**src/rtl/fa_pkg.sv**
```systemverilog
package fa_pkg;
    typedef enum logic [1:0] {
        MODE_WORD = 2'd0,
        MODE_HALF = 2'd1,
        MODE_BYTE = 2'd2
    } exec_mode_t;

    typedef enum logic {
        ST_FETCH = 1'b0,
        ST_ISSUE = 1'b1
    } fetch_state_t;

    function automatic logic [2:0] step_of(exec_mode_t m);
        unique case (m)
            MODE_WORD: return 3'd4;
            MODE_HALF: return 3'd2;
            default:   return 3'd1;
        endcase
    endfunction
endpackage

```
**src/rtl/fa_slicer.sv**
```systemverilog
module fa_slicer
    import fa_pkg::*;
#(
    parameter int WORD_W = 32
) (
    input  logic [WORD_W-1:0] word,
    input  logic [1:0]        off,
    input  exec_mode_t        mode,
    output logic [WORD_W-1:0] instr
);
    localparam int HALF_W = WORD_W / 2;
    localparam int LANES  = WORD_W / 8;

    logic [7:0] lane [LANES];

    genvar g;
    generate
        for (g = 0; g < LANES; g++) begin : g_lane
            assign lane[g] = word[8*g +: 8];
        end
    endgenerate

    always_comb begin
        instr = '0;
        unique case (mode)
            MODE_WORD: instr = word;
            MODE_HALF: instr[HALF_W-1:0] = off[1] ? word[WORD_W-1:HALF_W] : word[HALF_W-1:0];
            default:   instr[7:0] = lane[off];
        endcase
    end
endmodule

```
**src/rtl/fa_redirect.sv**
```systemverilog
module fa_redirect
    import fa_pkg::*;
#(
    parameter int ADDR_W = 32
) (
    input  logic [ADDR_W-1:0] target,
    input  logic              to_byte,
    output logic [ADDR_W-1:0] new_pc,
    output exec_mode_t        new_mode
);
    always_comb begin
        if (to_byte) begin
            new_mode = MODE_BYTE;
            new_pc   = target;
        end else if (target[0]) begin
            new_mode = MODE_HALF;
            new_pc   = {target[ADDR_W-1:1], 1'b0};
        end else begin
            new_mode = MODE_WORD;
            new_pc   = {target[ADDR_W-1:2], 2'b00};
        end
    end
endmodule

```
**src/rtl/fa_ctrl.sv**
```systemverilog
module fa_ctrl
    import fa_pkg::*;
#(
    parameter int              ADDR_W     = 32,
    parameter int              WORD_W     = 32,
    parameter logic [ADDR_W-1:0] RESET_ADDR = '0
) (
    input  logic              clk,
    input  logic              rst_n,
    input  logic              mem_ack,
    input  logic [WORD_W-1:0] mem_rdata,
    input  logic              br_valid,
    input  logic [ADDR_W-1:0] br_pc,
    input  exec_mode_t        br_mode,
    input  logic              out_ready,
    output fetch_state_t      state,
    output logic [ADDR_W-1:0] pc_q,
    output exec_mode_t        mode_q,
    output logic              seq_q,
    output logic [WORD_W-1:0] buf_q
);
    fetch_state_t state_nx;
    logic [2:0]   step;
    logic [2:0]   slot_end;
    logic         last_slot;

    assign step      = step_of(mode_q);
    assign slot_end  = {1'b0, pc_q[1:0]} + step;
    assign last_slot = slot_end[2];

    always_ff @(posedge clk) begin
        if (!rst_n) state <= ST_FETCH;
        else        state <= state_nx;
    end

    always_comb begin
        state_nx = state;
        if (br_valid) begin
            state_nx = ST_FETCH;
        end else begin
            unique case (state)
                ST_FETCH: if (mem_ack) state_nx = ST_ISSUE;
                ST_ISSUE: if (out_ready && last_slot) state_nx = ST_FETCH;
                default:  state_nx = ST_FETCH;
            endcase
        end
    end

    always_ff @(posedge clk) begin
        if (!rst_n) begin
            pc_q   <= RESET_ADDR;
            mode_q <= MODE_WORD;
            seq_q  <= 1'b0;
            buf_q  <= '0;
        end else if (br_valid) begin
            pc_q   <= br_pc;
            mode_q <= br_mode;
            seq_q  <= 1'b0;
        end else begin
            unique case (state)
                ST_FETCH: if (mem_ack) buf_q <= mem_rdata;
                ST_ISSUE: if (out_ready) begin
                    pc_q <= pc_q + ADDR_W'(step);
                    if (last_slot) seq_q <= 1'b1;
                end
                default: ;
            endcase
        end
    end
endmodule

```
**src/rtl/fetch_aligner.sv**
```systemverilog
module fetch_aligner
    import fa_pkg::*;
#(
    parameter int              ADDR_W     = 32,
    parameter logic [ADDR_W-1:0] RESET_ADDR = 32'h0000_0100
) (
    input  logic              clk,
    input  logic              rst_n,
    output logic              mem_req,
    output logic [ADDR_W-1:0] mem_addr,
    output logic              mem_seq,
    input  logic              mem_ack,
    input  logic [31:0]       mem_rdata,
    input  logic              br_valid,
    input  logic [ADDR_W-1:0] br_target,
    input  logic              br_byte,
    output logic              out_valid,
    input  logic              out_ready,
    output logic [31:0]       out_instr,
    output logic [ADDR_W-1:0] out_pc,
    output logic [1:0]        out_mode
);
    localparam int WORD_W = 32;

    fetch_state_t      state;
    logic [ADDR_W-1:0] pc_q;
    exec_mode_t        mode_q;
    logic              seq_q;
    logic [WORD_W-1:0] buf_q;
    logic [ADDR_W-1:0] br_pc;
    exec_mode_t        br_mode;

    fa_redirect #(.ADDR_W(ADDR_W)) u_redirect (
        .target  (br_target),
        .to_byte (br_byte),
        .new_pc  (br_pc),
        .new_mode(br_mode)
    );

    fa_ctrl #(.ADDR_W(ADDR_W), .WORD_W(WORD_W), .RESET_ADDR(RESET_ADDR)) u_ctrl (
        .clk      (clk),
        .rst_n    (rst_n),
        .mem_ack  (mem_ack),
        .mem_rdata(mem_rdata),
        .br_valid (br_valid),
        .br_pc    (br_pc),
        .br_mode  (br_mode),
        .out_ready(out_ready),
        .state    (state),
        .pc_q     (pc_q),
        .mode_q   (mode_q),
        .seq_q    (seq_q),
        .buf_q    (buf_q)
    );

    fa_slicer #(.WORD_W(WORD_W)) u_slicer (
        .word (buf_q),
        .off  (pc_q[1:0]),
        .mode (mode_q),
        .instr(out_instr)
    );

    always_comb begin
        mem_req   = (state == ST_FETCH);
        mem_addr  = {pc_q[ADDR_W-1:2], 2'b00};
        mem_seq   = (state == ST_FETCH) && seq_q;
        out_valid = (state == ST_ISSUE);
        out_pc    = pc_q;
        out_mode  = mode_q;
    end
endmodule

```
**config.mk**
```make
export PLATFORM = sky130hd
export DESIGN_NAME = fetch_aligner
export DESIGN_NICKNAME = d
export VERILOG_FILES = /design/src/rtl/fa_pkg.sv /design/src/rtl/fa_slicer.sv /design/src/rtl/fa_redirect.sv /design/src/rtl/fa_ctrl.sv /design/src/rtl/fetch_aligner.sv
export SDC_FILE = /design/constraint.sdc
export NUM_CORES = 1
export LEC_CHECK = 0
export CORE_MARGIN = 2
export CORE_UTILIZATION = 58
export CTS_CLUSTER_SIZE = 14
export DETAILED_ROUTE_END_ITERATION = 6
export DONT_BUFFER_PORTS = 1
export MAX_ROUTING_LAYER = met4
export PLACE_DENSITY = 0.85
export REMOVE_ABC_BUFFERS = 1
export SLEW_MARGIN = 0
export SYNTH_ARGS = -nofsm -noshare
export SYNTH_HDL_FRONTEND = slang
export SYNTH_SLANG_ARGS = --single-unit
```
**constraint.sdc**
```tcl
create_clock -name clk -period 2.4 [get_ports clk]
set_input_delay 0.12 -clock clk [delete_from_list [all_inputs] [get_ports clk]]
set_output_delay 0.12 -clock clk [all_outputs]
set_load 0.05 [all_outputs]
```
==> out/metrics.yaml <==
floorplanning:
  die_x_um: 88.6
  coreArea_mm2: 0.00687
  num_rows: 30
  die_h_um: 88.6
  die_area_mm2: 0.00786
  pin_count: 171
  initial_core_util_pct: 60.5
sta:
  fmax_mhz: 440
  drv_slew: 0
  hold_viol: 0
  grt_setup_unrepaired: "false"
  fin_crit_sh_pct: 94.8
  min_period_ns: 2.27
  fin_worst_skew_ns: 0.00853
  slew_headroom_pct: 61.8
  timing.hold.ws_ns: 0.000749
  fin_setup_tns_ns: 0
  worst_slew_pin_slew_ns: 0.569
  setup_viol: 0
setup_path:
  cp_top_family: "buffers and inverters"
  cp_max_fo: 16
  critPathKind: "reg2out"
  rrSetupSlack_ns: 0.14
  crit_path_max_incr_delay_ns: 0.36
  critPathArrivalTime_ns: 2.15
  path_buf_inv: 3
  crit_top_cell: "buf_4"
  reg2reg_from: "u_ctrl.mode_q[0]"
  critPathCaptureType: "output pin"
  slowest_stage: "dfxtp_1"
  cp-start-kind: "register"
  path_cells: "buf_6, and2_2, buf_4, mux2i_1, o21ai_0, buf_4"
  cp_data_required_time_ns: 2.28
  crit_start: "u_ctrl.pc_q[1]"
grt:
  use_met3_pct: 7.74
  grt_pass1_vias: 4325
  top_usage_layer: "met2"
  grt_max_degree: 64
  antenna_found_initial: 0
  grt.total_usage_pct: 35.2
  met2_usage_pct: 55.8
  met1_usage_pct: 41.6
  grt_remaining_overflow: 0
  grt_pass1_wl_mm: 20.8
yosys:
  async_flop_share_pct: 0
  synth_top_family_by_area: "simple AND/OR/NAND/NOR gates"
  netlist_instances: 531
  synthMuxAreaShare_pct: 4.82
  yosysTopAreaCell: "dfxtp_1"
  synth_warnings: 0
  synth_compound_area_share_pct: 21.6
  yosys.area_share.simple_pct: 25.0
  syn_avg_cell_area_um2: 7.82
  netlist_area_mm2: 0.00415
  yosysSeqAreaShare_pct: 32.8
  yosysMostFrequentCell: "nand2_1"
  synthFlopType: "dfxtp_1"
  synth_edf_count: 0
  ys_types: 57
  synth_top_area_share_pct: 32.8
  synthAdderAreaFrac_pct: 1.17
  synth_xor_area_share_pct: 3.37
  yosys-top-cells-count: "105 x nand2_1, 68 x dfxtp_1, 38 x o21ai_0"
  ys_ff_latch: 68
  synthTopCellsByArea: "dfxtp_1 33%, nand2_1 9.5%, a21boi_0 6.3%"
detailed_routing:
  dr.pass1.iters: 5
  viasPerCell: 6.17
  drc: 0
  dr_total_vias: 4345
  drt_iter0_drc: 540
  wire_per_inst_um: 18.7
  routed_wl_mm: 13.2
  antenna_left: 0
final_layout:
  fillers: 425
  multi_input_area_mm2: 0.00234
  diodes: 0
  finish.net_count: 680
  fin_util_pct: 78.5
  areaGrowthSynthToFinish_pct: 29.8
  seqCellArea_mm2: 0.00136
  drive_gt1_share_pct: 18.1
clock_tree:
  cts_buffer_depth: 2
  cts_made_buffers: 9
  path_clk_slew_ns: 0.07
  cts_tree: "built"
  cts_root_buf: "clkbuf_8"
  htreeDepth: 3
  clock_latency_ns: 0.33
  clkSinkCount: 68
  postCtsSetupBuffers: 0
min_path:
  worst_hold_startpoint: "br_target[12]"
  hold_path.class: "in2reg"
power_and_ir_drop:
  p_per_area_mw_per_mm2: 535
  intPower_w: 0.00185
  pwr-share-seq_pct: 42.9
  switching_share_pct: 35.8
  p_clk_share_pct: 26.6
  p_total_w: 0.00288
  leakagePower_nw: 2.02
  vdd_drop_max_mv: 0.531
  p_switching_w: 0.00103
  pwr-share-comb_pct: 30.5
status:
  status: "complete, no violations"
run:
  drv_cap: 0
placement:
  io_buffers: 0
  gp_congestion: 0.893
  dp_hpwl_mm: 8.25
[kinds of logic (layout without fill, tap and decap cells)]
kind of cell,after synthesis,after routing
other cells,1,2
xor+xnor,16,16
compound gates,139,139
fa+ha+maj,4,4
buf+inv,80,156
flops,68,68
simple gates,208,208
mux,15,15
[flip-flops by register name, indices dropped and copies added, names as in the netlist]
register       cells
u_ctrl.buf_q      32
u_ctrl.mode_q      2
u_ctrl.pc_q       32
u_ctrl.seq_q       1
u_ctrl.state       1
[power groups by stage]
| stage | combinational, W | sequential, W | clock (W) |
|---|---|---|---|
| global route | 0.000922 | 0.00124 | 0.000821 |
| finish | 0.000879 | 0.00124 | 0.000766 |
| global placement | 0.000758 | 0.00125 | 0 |
| detailed placement | 0.000774 | 0.00126 | 0 |
| CTS | 0.000864 | 0.00123 | 0.000770 |
| floorplan | 0.000288 | 0.00152 | 0 |
[cell usage in the layout, fill, tap and decap left out, drive strengths merged, types with 10 or more instances in the layout]
cell         netlist  layout
a21boi            35      35
a21oi             27      27
and2              21      21
buf               38      81
clkbuf            31      12
dfxtp             68      68
dlygate4sd3        0      52
inv               11      11
mux2i             11      11
nand2            105     105
nand3             11      11
nor4              10      10
o21ai             39      39
or4               10      10
xnor2             13      13
[per-stage QoR]
step	worst slack, ns	instance area (um^2)	cells
2_1_floorplan	-0.706	3740	463
3_3_place_gp	0.218	4700	639
3_5_place_dp	0.123	4700	639
4_1_cts	0.0681	5380	704
5_1_grt	0.0157	5390	704
6_report	0.125	5390	704
[layer usage]
layer  wire length (um)  up-vias
li1                   -     1984
met3               1170       65
met5                  0        -
met2               6560      284
met4                522        0
met1               4930     2012
[what timing repair did]
| item | 4_1_cts | 5_1_grt |
|---|---|---|
| endpoints found under the hold margin | 66 | 0 |
| setup endpoints to repair | 0 | 4 |
| hold buffers | 53 | 0 |
| resized for setup | 0 | 6 |
[area by class of cell]
cell class | instances | area share [%]
multi-input cells | 384 | 43.4
repair buffers | 133 | 25.6
well taps | 96 | 2.23
inverters | 11 | 0.766
flip-flops and latches | 68 | 25.3
clock buffers | 12 | 2.69
[final timing paths]
path,cells past startpoint,endpoint
max,6,out_instr[3]
min,2,u_ctrl.pc_q[12]
max reg2reg,8,u_ctrl.pc_q[24]
min reg2reg,2,u_ctrl.buf_q[4]
Note: power is estimated with default switching activity, not from simulation.
